**config.mk**
```make
export PLATFORM = sky130hd
export DESIGN_NAME = mc_ctrl
export DESIGN_NICKNAME = d
export VERILOG_FILES = /design/src/rtl/mc_ctrl_pkg.sv /design/src/rtl/mc_ctrl_opdec.sv /design/src/rtl/mc_ctrl_next.sv /design/src/rtl/mc_ctrl_out.sv /design/src/rtl/mc_ctrl.sv
export SDC_FILE = /design/constraint.sdc
export NUM_CORES = 1
export LEC_CHECK = 0
export ABC_AREA = 1
export BUFFER_PORTS_ARGS = -buffer_cell sky130_fd_sc_hd__buf_2
export CORE_AREA = 4 4 41 43
export CTS_BUF_LIST = sky130_fd_sc_hd__clkbuf_4 sky130_fd_sc_hd__clkbuf_8
export DETAILED_ROUTE_END_ITERATION = 6
export DIE_AREA = 0 0 45 47
export PLACE_DENSITY = 0.72
export SYNTH_ARGS = -nofsm -noshare
export SYNTH_HDL_FRONTEND = slang
export SYNTH_SLANG_ARGS = --single-unit
```
**constraint.sdc**
```tcl
create_clock -name clk -period 2.8 [get_ports clk]
set_input_delay 0.14 -clock clk [delete_from_list [all_inputs] [get_ports clk]]
set_output_delay 0.14 -clock clk [all_outputs]
set_load 0.01 [all_outputs]
```
**src/rtl/mc_ctrl_pkg.sv**
```systemverilog
package mc_ctrl_pkg;
  localparam int S_FETCH  = 0;
  localparam int S_DECODE = 1;
  localparam int S_EXALU  = 2;
  localparam int S_EXORI  = 3;
  localparam int S_ADDR   = 4;
  localparam int S_MRD    = 5;
  localparam int S_MWR    = 6;
  localparam int S_WBRD   = 7;
  localparam int S_WBRT   = 8;
  localparam int S_WBMEM  = 9;
  localparam int S_BR     = 10;
  localparam int NSTATE   = 11;

  typedef enum logic [1:0] {
    FN_ADD  = 2'd0,
    FN_SUB  = 2'd1,
    FN_FUNC = 2'd2,
    FN_OR   = 2'd3
  } alu_fn_e;

  typedef struct packed {
    logic is_alu;
    logic is_ori;
    logic is_load;
    logic is_store;
    logic is_branch;
  } op_class_t;
endpackage

```
**src/rtl/mc_ctrl_opdec.sv**
```systemverilog
module mc_ctrl_opdec
  import mc_ctrl_pkg::*;
#(
  parameter int              OP_W      = 6,
  parameter logic [OP_W-1:0] OP_ALU    = 6'h01,
  parameter logic [OP_W-1:0] OP_ORI    = 6'h02,
  parameter logic [OP_W-1:0] OP_LOAD   = 6'h03,
  parameter logic [OP_W-1:0] OP_STORE  = 6'h04,
  parameter logic [OP_W-1:0] OP_BRANCH = 6'h05
) (
  input  logic [OP_W-1:0] opcode,
  output op_class_t       cls
);
  always_comb begin
    cls           = '0;
    cls.is_alu    = (opcode == OP_ALU);
    cls.is_ori    = (opcode == OP_ORI);
    cls.is_load   = (opcode == OP_LOAD);
    cls.is_store  = (opcode == OP_STORE);
    cls.is_branch = (opcode == OP_BRANCH);
  end
endmodule

```
**src/rtl/mc_ctrl_next.sv**
```systemverilog
module mc_ctrl_next
  import mc_ctrl_pkg::*;
#(
  parameter int NST = NSTATE
) (
  input  logic [NST-1:0] cur,
  input  op_class_t      cls,
  input  logic           imem_wait,
  input  logic           dmem_wait,
  output logic [NST-1:0] nxt
);
  always_comb begin
    nxt = '0;
    if (cur[S_FETCH])  nxt[imem_wait ? S_FETCH : S_DECODE] = 1'b1;
    if (cur[S_DECODE]) begin
      if (cls.is_alu)                      nxt[S_EXALU] = 1'b1;
      else if (cls.is_ori)                 nxt[S_EXORI] = 1'b1;
      else if (cls.is_load || cls.is_store) nxt[S_ADDR] = 1'b1;
      else if (cls.is_branch)              nxt[S_BR]    = 1'b1;
      else                                 nxt[S_FETCH] = 1'b1;
    end
    if (cur[S_EXALU]) nxt[S_WBRD] = 1'b1;
    if (cur[S_EXORI]) nxt[S_WBRT] = 1'b1;
    if (cur[S_ADDR])  nxt[cls.is_load ? S_MRD : S_MWR] = 1'b1;
    if (cur[S_MRD])   nxt[dmem_wait ? S_MRD : S_WBMEM] = 1'b1;
    if (cur[S_MWR])   nxt[dmem_wait ? S_MWR : S_FETCH] = 1'b1;
    if (cur[S_WBRD] || cur[S_WBRT] || cur[S_WBMEM] || cur[S_BR])
      nxt[S_FETCH] = 1'b1;
    if (nxt == '0) nxt[S_FETCH] = 1'b1;
  end
endmodule

```
**src/rtl/mc_ctrl_out.sv**
```systemverilog
module mc_ctrl_out
  import mc_ctrl_pkg::*;
#(
  parameter int NST = NSTATE
) (
  input  logic [NST-1:0] st,
  input  logic           imem_wait,
  input  logic           dmem_wait,
  input  logic           alu_eq,
  output logic           imem_rd,
  output logic           ir_ld,
  output logic           ab_ld,
  output logic [1:0]     alu_fn,
  output logic           s_ld,
  output logic           dmem_rd,
  output logic           dmem_wr,
  output logic           m_ld,
  output logic           reg_wr,
  output logic           reg_dst_rd,
  output logic           wb_from_mem,
  output logic           pc_wr,
  output logic           pc_branch
);
  alu_fn_e fn;
  logic    wb_any;

  always_comb begin
    if (st[S_EXALU])      fn = FN_FUNC;
    else if (st[S_EXORI]) fn = FN_OR;
    else if (st[S_BR])    fn = FN_SUB;
    else                  fn = FN_ADD;
  end

  assign wb_any      = st[S_WBRD] | st[S_WBRT] | st[S_WBMEM];
  assign imem_rd     = st[S_FETCH];
  assign ir_ld       = st[S_FETCH] & ~imem_wait;
  assign ab_ld       = st[S_DECODE];
  assign alu_fn      = fn;
  assign s_ld        = st[S_EXALU] | st[S_EXORI] | st[S_ADDR];
  assign dmem_rd     = st[S_MRD];
  assign dmem_wr     = st[S_MWR];
  assign m_ld        = st[S_MRD] & ~dmem_wait;
  assign reg_wr      = wb_any;
  assign reg_dst_rd  = st[S_WBRD];
  assign wb_from_mem = st[S_WBMEM];
  assign pc_wr       = wb_any | (st[S_MWR] & ~dmem_wait) | st[S_BR];
  assign pc_branch   = st[S_BR] & alu_eq;
endmodule

```
**src/rtl/mc_ctrl.sv**
```systemverilog
module mc_ctrl
  import mc_ctrl_pkg::*;
#(
  parameter int              OP_W      = 6,
  parameter logic [OP_W-1:0] OP_ALU    = 6'h01,
  parameter logic [OP_W-1:0] OP_ORI    = 6'h02,
  parameter logic [OP_W-1:0] OP_LOAD   = 6'h03,
  parameter logic [OP_W-1:0] OP_STORE  = 6'h04,
  parameter logic [OP_W-1:0] OP_BRANCH = 6'h05
) (
  input  logic            clk,
  input  logic            rst,
  input  logic [OP_W-1:0] opcode,
  input  logic            alu_eq,
  input  logic            imem_wait,
  input  logic            dmem_wait,
  output logic            imem_rd,
  output logic            ir_ld,
  output logic            ab_ld,
  output logic [1:0]      alu_fn,
  output logic            s_ld,
  output logic            dmem_rd,
  output logic            dmem_wr,
  output logic            m_ld,
  output logic            reg_wr,
  output logic            reg_dst_rd,
  output logic            wb_from_mem,
  output logic            pc_wr,
  output logic            pc_branch
);
  localparam int NST = NSTATE;
  localparam logic [NST-1:0] RESET_ST = NST'(1) << S_FETCH;

  op_class_t      cls;
  logic [NST-1:0] state_q;
  logic [NST-1:0] state_d;

  mc_ctrl_opdec #(
    .OP_W(OP_W), .OP_ALU(OP_ALU), .OP_ORI(OP_ORI), .OP_LOAD(OP_LOAD),
    .OP_STORE(OP_STORE), .OP_BRANCH(OP_BRANCH)
  ) opdec_i (
    .opcode (opcode),
    .cls    (cls)
  );

  mc_ctrl_next #(.NST(NST)) next_i (
    .cur       (state_q),
    .cls       (cls),
    .imem_wait (imem_wait),
    .dmem_wait (dmem_wait),
    .nxt       (state_d)
  );

  always_ff @(posedge clk) begin
    if (rst) state_q <= RESET_ST;
    else     state_q <= state_d;
  end

  mc_ctrl_out #(.NST(NST)) out_i (
    .st          (state_q),
    .imem_wait   (imem_wait),
    .dmem_wait   (dmem_wait),
    .alu_eq      (alu_eq),
    .imem_rd     (imem_rd),
    .ir_ld       (ir_ld),
    .ab_ld       (ab_ld),
    .alu_fn      (alu_fn),
    .s_ld        (s_ld),
    .dmem_rd     (dmem_rd),
    .dmem_wr     (dmem_wr),
    .m_ld        (m_ld),
    .reg_wr      (reg_wr),
    .reg_dst_rd  (reg_dst_rd),
    .wb_from_mem (wb_from_mem),
    .pc_wr       (pc_wr),
    .pc_branch   (pc_branch)
  );
endmodule

```
# After elaboration in Yosys (flattened, before gate mapping)

Cells that the tools add are included.

Input port bits: 11
Flip-flop bits (word level): 11
Memory bits (writable): 0
Bits in read-only memories: 0
Latch bits: 0
Word-level logic and storage cells: 78
Output and inout port bits: 14
Memories kept: 0

$add $sub $neg: 0
Multiply operators: 0
Bitwise operators: 15
Div/mod/pow operators: 0
Eq/ne operators: 5
Multiplexer cells: 38
Order comparisons: 8
Shift-type cells: 0
Reduce and logical (&&, ||, !) cells: 10

Operator list:

| kind                                                                          | number |
|---|---|
| 32-bit by 1-bit >= comparator with 1-bit output, second input constant        | 4 |
| 32-bit by 6-bit less-than comparator with 1-bit output, second input constant | 4 |
| 11-bit two-way mux                                                            | 4 |
| 11-bit OR                                                                     | 3 |
| 1-bit two-way mux                                                             | 23 |
| 1-bit demux with 4-bit select                                                 | 4 |
| 6-bit by 2-bit equality test with 1-bit output, second input constant         | 2 |
| 6-bit by 3-bit equality test with 1-bit output, second input constant         | 2 |
| 11-bit zero test                                                              | 1 |
| 2-bit two-way mux                                                             | 4 |
| 6-bit by 1-bit equality test with 1-bit output, second input constant         | 1 |
| 3-bit two-way mux                                                             | 2 |
| 1-bit OR                                                                      | 6 |
| 1-bit bitwise AND                                                             | 4 |
| 1-bit logical AND                                                             | 4 |
| 1-bit logical OR                                                              | 4 |
| 4-bit two-way mux                                                             | 1 |
| 1-bit inverter                                                                | 2 |
| 2-bit OR reduction                                                            | 1 |

# Longest topological paths before layout

Word-level depth: 20
Mapped depth: 9
Depth with buffers taken out: 9

# Hierarchy

A second synthesis with hierarchy kept.

Cell total of the unflattened synthesis: 123
Area, all modules: 718.2 µm²

Modules (own cells, without submodules):

| module        | cells an instance | area an instance (µm²) | sequential area each (µm²) | times used |
|---|---|---|---|---|
| mc_ctrl       | 35                | 317.8                  | 220.2                      | 1 |
| mc_ctrl_next  | 45                | 205.2                  | 0.0                        | 1 |
| mc_ctrl_out   | 26                | 126.4                  | 0.0                        | 1 |
| mc_ctrl_opdec | 17                | 68.8                   | 0.0                        | 1 |

# Worst setup path before layout

OpenSTA, ideal clock, no wires.

Path kind: flip-flop to flip-flop
Start: reg state_q[7]
End: reg state_q[0]
Setup time: 0.113 ns
Buffers on the path: 0
Setup slack: 1.776 ns
Stages on the path, launching flop included: 7
Required time: 2.687 ns
Clock period less this slack: 1.024 ns
Arrival: 0.911 ns
Cells stage by stage: dfxtp_1 -> nor2_1 -> nand2_1 -> nor3_1 -> nand2_1 -> nor2_2 -> nand2_1

Cells in the longest elaborated chain, start to end: 6

RTL lines:

| what                                | line               | RTL |
|---|---|---|
| start, declared                     | mc_ctrl.sv:35      | `logic [NST-1:0] state_q;` |
| start signal, assigned              | mc_ctrl.sv:56      | `else state_q <= state_d;` |
| 1-bit logical OR * (3 in series)    | mc_ctrl_next.sv:27 | `if (cur[S_WBRD] \|\| cur[S_WBRT] \|\| cur[S_WBMEM] \|\| cur[S_BR])` |
| 1-bit two-way mux *                 | mc_ctrl_next.sv:27 |  |
| 11-bit zero test                    | mc_ctrl_next.sv:29 | `if (nxt == '0) nxt[S_FETCH] = 1'b1;` |
| 2-bit OR reduction (no source line) | --                 |  |

Mark *: on every way between the ends. The rest lies on a longest branch, timed or not.
A chain may end at the register's enable or synchronous reset.

# Worst setup path in the final report

Start: reg state_q[8]
End: out pc_wr

Cells in the longest elaborated chain, start to end: 4

RTL lines:

| what                   | line              | RTL |
|---|---|---|
| 1-bit OR (2 in series) | mc_ctrl_out.sv:34 | `assign wb_any = st[S_WBRD] \| st[S_WBRT] \| st[S_WBMEM];` |
| 1-bit OR (2 in series) | mc_ctrl_out.sv:46 | `assign pc_wr = wb_any \| (st[S_MWR] & ~dmem_wait) \| st[S_BR];` |
| end, declared          | mc_ctrl.sv:28     | `output logic pc_wr,` |

No other way between the ends.

==> flow_summary.rst <==
.. list-table::
   :header-rows: 1

   * - Metric
     - Value
   * - Die outline height
     - 47 µm
   * - Worst Setup Path Type
     - reg -> out
   * - Number of clock sinks
     - 11
   * - Largest driver fanout on the critical path
     - 2
   * - Number of placement rows
     - 13
   * - TritonCTS clock tree
     - yes
   * - Clock Tree Buf Depth
     - 2
   * - Grt total ovfl
     - 0
   * - CTS HTree Levels
     - 1
   * - Depth of the most critical reg-to-reg path
     - 6
   * - Placeable core area
     - 0.00130 mm²
   * - Count of antenna-violating nets left after detailed routing
     - 0
   * - Clk Tree Root Cell
     - clkbuf_4
   * - Number of filler instances in the final layout
     - 143
   * - Maximum number of pins on one net before global-route repair
     - 12
   * - Final Hold Viols
     - 0
   * - Via total after detailed routing
     - 589
   * - Fmax
     - 0.780 GHz
   * - Horizontal die dimension
     - 45 µm
   * - Antenna violations before repair
     - 0
   * - Sequential cell area fraction in the yosys report
     - 39.6%
   * - Detailed-route wire length
     - 1.17 mm
   * - Total of buffers placed on input and output ports
     - 24
   * - Number of storage elements in the synthesis netlist
     - 11
   * - Area of all placed cells without fillers
     - 722 µm²
   * - Power density over the cells
     - 429 mW/mm²
   * - Post-cts resize count
     - 0
   * - Largest register FFs
     - 11
   * - Detailed-route vias per instance
     - 4.50
   * - Leakage power total
     - 0.432 nW
   * - Detail-routed net length per standard cell
     - 8.92 µm
   * - Clock buffer count from CTS
     - 3
   * - Final Setup Violations
     - 0
   * - Transition time of the tightest slew-check pin
     - 273 ps
   * - Post-CTS Setup Inserts
     - 0
   * - Tmin final
     - 1280 ps
   * - Share of the synthesized area in the top cell type
     - 39.6%
   * - Worst Hold Path Cells
     - 4
   * - Total negative setup slack
     - 0 ps
   * - Largest registers in the final layout
     - state_q: 11 flops
   * - Clock transition time at the flip-flop clock pins of the worst setup and hold paths
     - 70 ps
   * - Post-route worst setup slack
     - 1520 ps
   * - Number of maximum-capacitance constraint violations
     - 0
   * - Post-route clock skew
     - 1.62 ps
   * - Non-filler cells in the finished layout
     - 131
   * - GRT Resource Usage Total
     - 13.0%
   * - Fin nets
     - 128
   * - Mapped Nets
     - 100
   * - IR Drop Worst-Case VDD
     - 0.000173 V
   * - Initial cell density of the core
     - 42.8%
   * - Netlist Area Pre-Place
     - 557 µm²
   * - Placed Instance Area
     - 692 µm²
   * - Leading cell types by total area after synthesis
     - dfxtp_1 40%, nor2_1 13%, nand2_1 12%
   * - Setup Slack @ Placement
     - 1750 ps
   * - Antenna fix cells
     - 0
   * - Mean post-synth cell area
     - 6.26 µm²
   * - Gpl congestion
     - 0.802
   * - Residual DRC count
     - 0
   * - Number of pins exceeding their max-slew limit in the final report
     - 0
   * - Detailed Route Iter0 Violations
     - 3
   * - Setup crit end kind
     - output port
   * - Data arrival time of the critical path
     - 1140 ps
   * - Vias in the first global route
     - 511
   * - Synth Warn #
     - 0
   * - Ratio of cells with drive above 1 in the final layout
     - 31.9%
   * - Wire length of the first global-routing pass
     - 1.90 mm
   * - Number of hold buffers added after CTS
     - 0
   * - Relative slew margins
     - 81.7%
   * - I/O pin total
     - 25
   * - Dominant cell type by area after synthesis
     - dfxtp_1
   * - Unrepaired setup endpoints after global routing
     - no
   * - Cells after synthesis
     - 89
   * - Post-synth cell types
     - 14
   * - Required time worst endpoint
     - 2660 ps
   * - Largest register by flop count
     - state_q
   * - Layout overhead on the synthesized area
     - 29.7%
   * - Total half-perimeter wirelength after legalization and detailed placement
     - 922 µm
   * - First-pass iteration count of the detailed router
     - 2
   * - Total die area
     - 0.00212 mm²
   * - Inst Count DP
     - 127
   * - Class of the worst hold path
     - in -> reg
   * - Clk_lat worst skew
     - 260 ps
   * - Status
     - finished clean
   * - CP startpoint kind
     - flip-flop
   * - Tcrit/Tclk final
     - 45.8%
-- report_power, final --
part / switching, W / total [W] / internal [W] / leakage [nW]
combinational: 0.0000212 / 0.0000349 / 0.0000138 / 0.325
clock: 0.0000504 / 0.000115 / 0.0000648 / 0.0184
sequential: 0.00000136 / 0.000160 / 0.000158 / 0.0890
total: 0.0000729 / 0.000310 / 0.000237 / 0.432
-- final timing paths --
path | slack (ps) | to | from
worst max register to register | 1750 | state_q[0] | state_q[8]
worst min register to register | 470 | state_q[7] | state_q[2]
worst min-delay path | 170 | state_q[1] | imem_wait
worst max-delay path | 1520 | pc_wr | state_q[8]
-- synthesized netlist by cell type, drive strengths merged --
master / count
a21oi: 3
o21ai: 1
dfxtp: 11
inv: 19
nand2: 20
clkbuf: 1
nand3: 7
nor3: 4
nor2: 23
-- layout make-up --
cell class                 instances  area (µm²)  area share [%]
clock buffer                       4        30.0            4.16
inverter                          19        71.3            9.88
multi-input combinational         58         262            36.2
sequential                        11         220            30.5
tap                               15        18.8            2.60
timing repair buffer              24         120            16.6
-- critical path, stage by stage, from the launching register on --
cell and delay [ps]:
dfxtp_1 300, nor2_1 90, nand2_1 60, nor3_1 230, inv_1 70, buf_2 140
-- kinds of logic (layout without fill, tap and decap cells) --
| logic type | after synthesis | after routing | synth area share (%) |
|---|---|---|---|
| buf+inv | 20 | 47 | 13.5 |
| compound gates | 4 | 4 | 3.59 |
| flops | 11 | 11 | 39.6 |
| simple gates | 54 | 54 | 43.4 |
-- through the flow --
step / power [W] / util [%] / hold WS (ps)
after floorplan: 0.000183 / - / 303
after global placement: 0.000198 / 53.2 / 441
after detailed placement: 0.000198 / 53.2 / 450
after CTS: 0.000311 / 55.5 / 176
after global routing: 0.000326 / 55.5 / 186
final: 0.000310 / 55.5 / 168
-- metal layers --
metal / global-route usage (%) / vias up / part of all wire [%] / wire [µm]
met5: 0 / - / 0 / 0
met4: 12.3 / 0 / 3.8 / 44
met3: 2.30 / 4 / 8.2 / 96
met2: 22.9 / 21 / 47 / 550
met1: 12.9 / 247 / 41 / 477
li1: - / 317 / - / -
-- cells in the final DEF (no fill, tap or decap) --
cell,Yosys,layout
buf_2,0,24
nor2_1,19,19
nand3_2,1,1
nand2_2,2,2
nor2_2,3,3
inv_1,17,17
a21oi_1,3,3
inv_2,2,2
nand3_1,6,6
clkbuf_4,0,4
nor3_1,4,4
o21ai_1,1,1
nor2_4,1,1
dfxtp_1,11,11
nand2_1,18,18
Power figures use the tool's default switching activity.
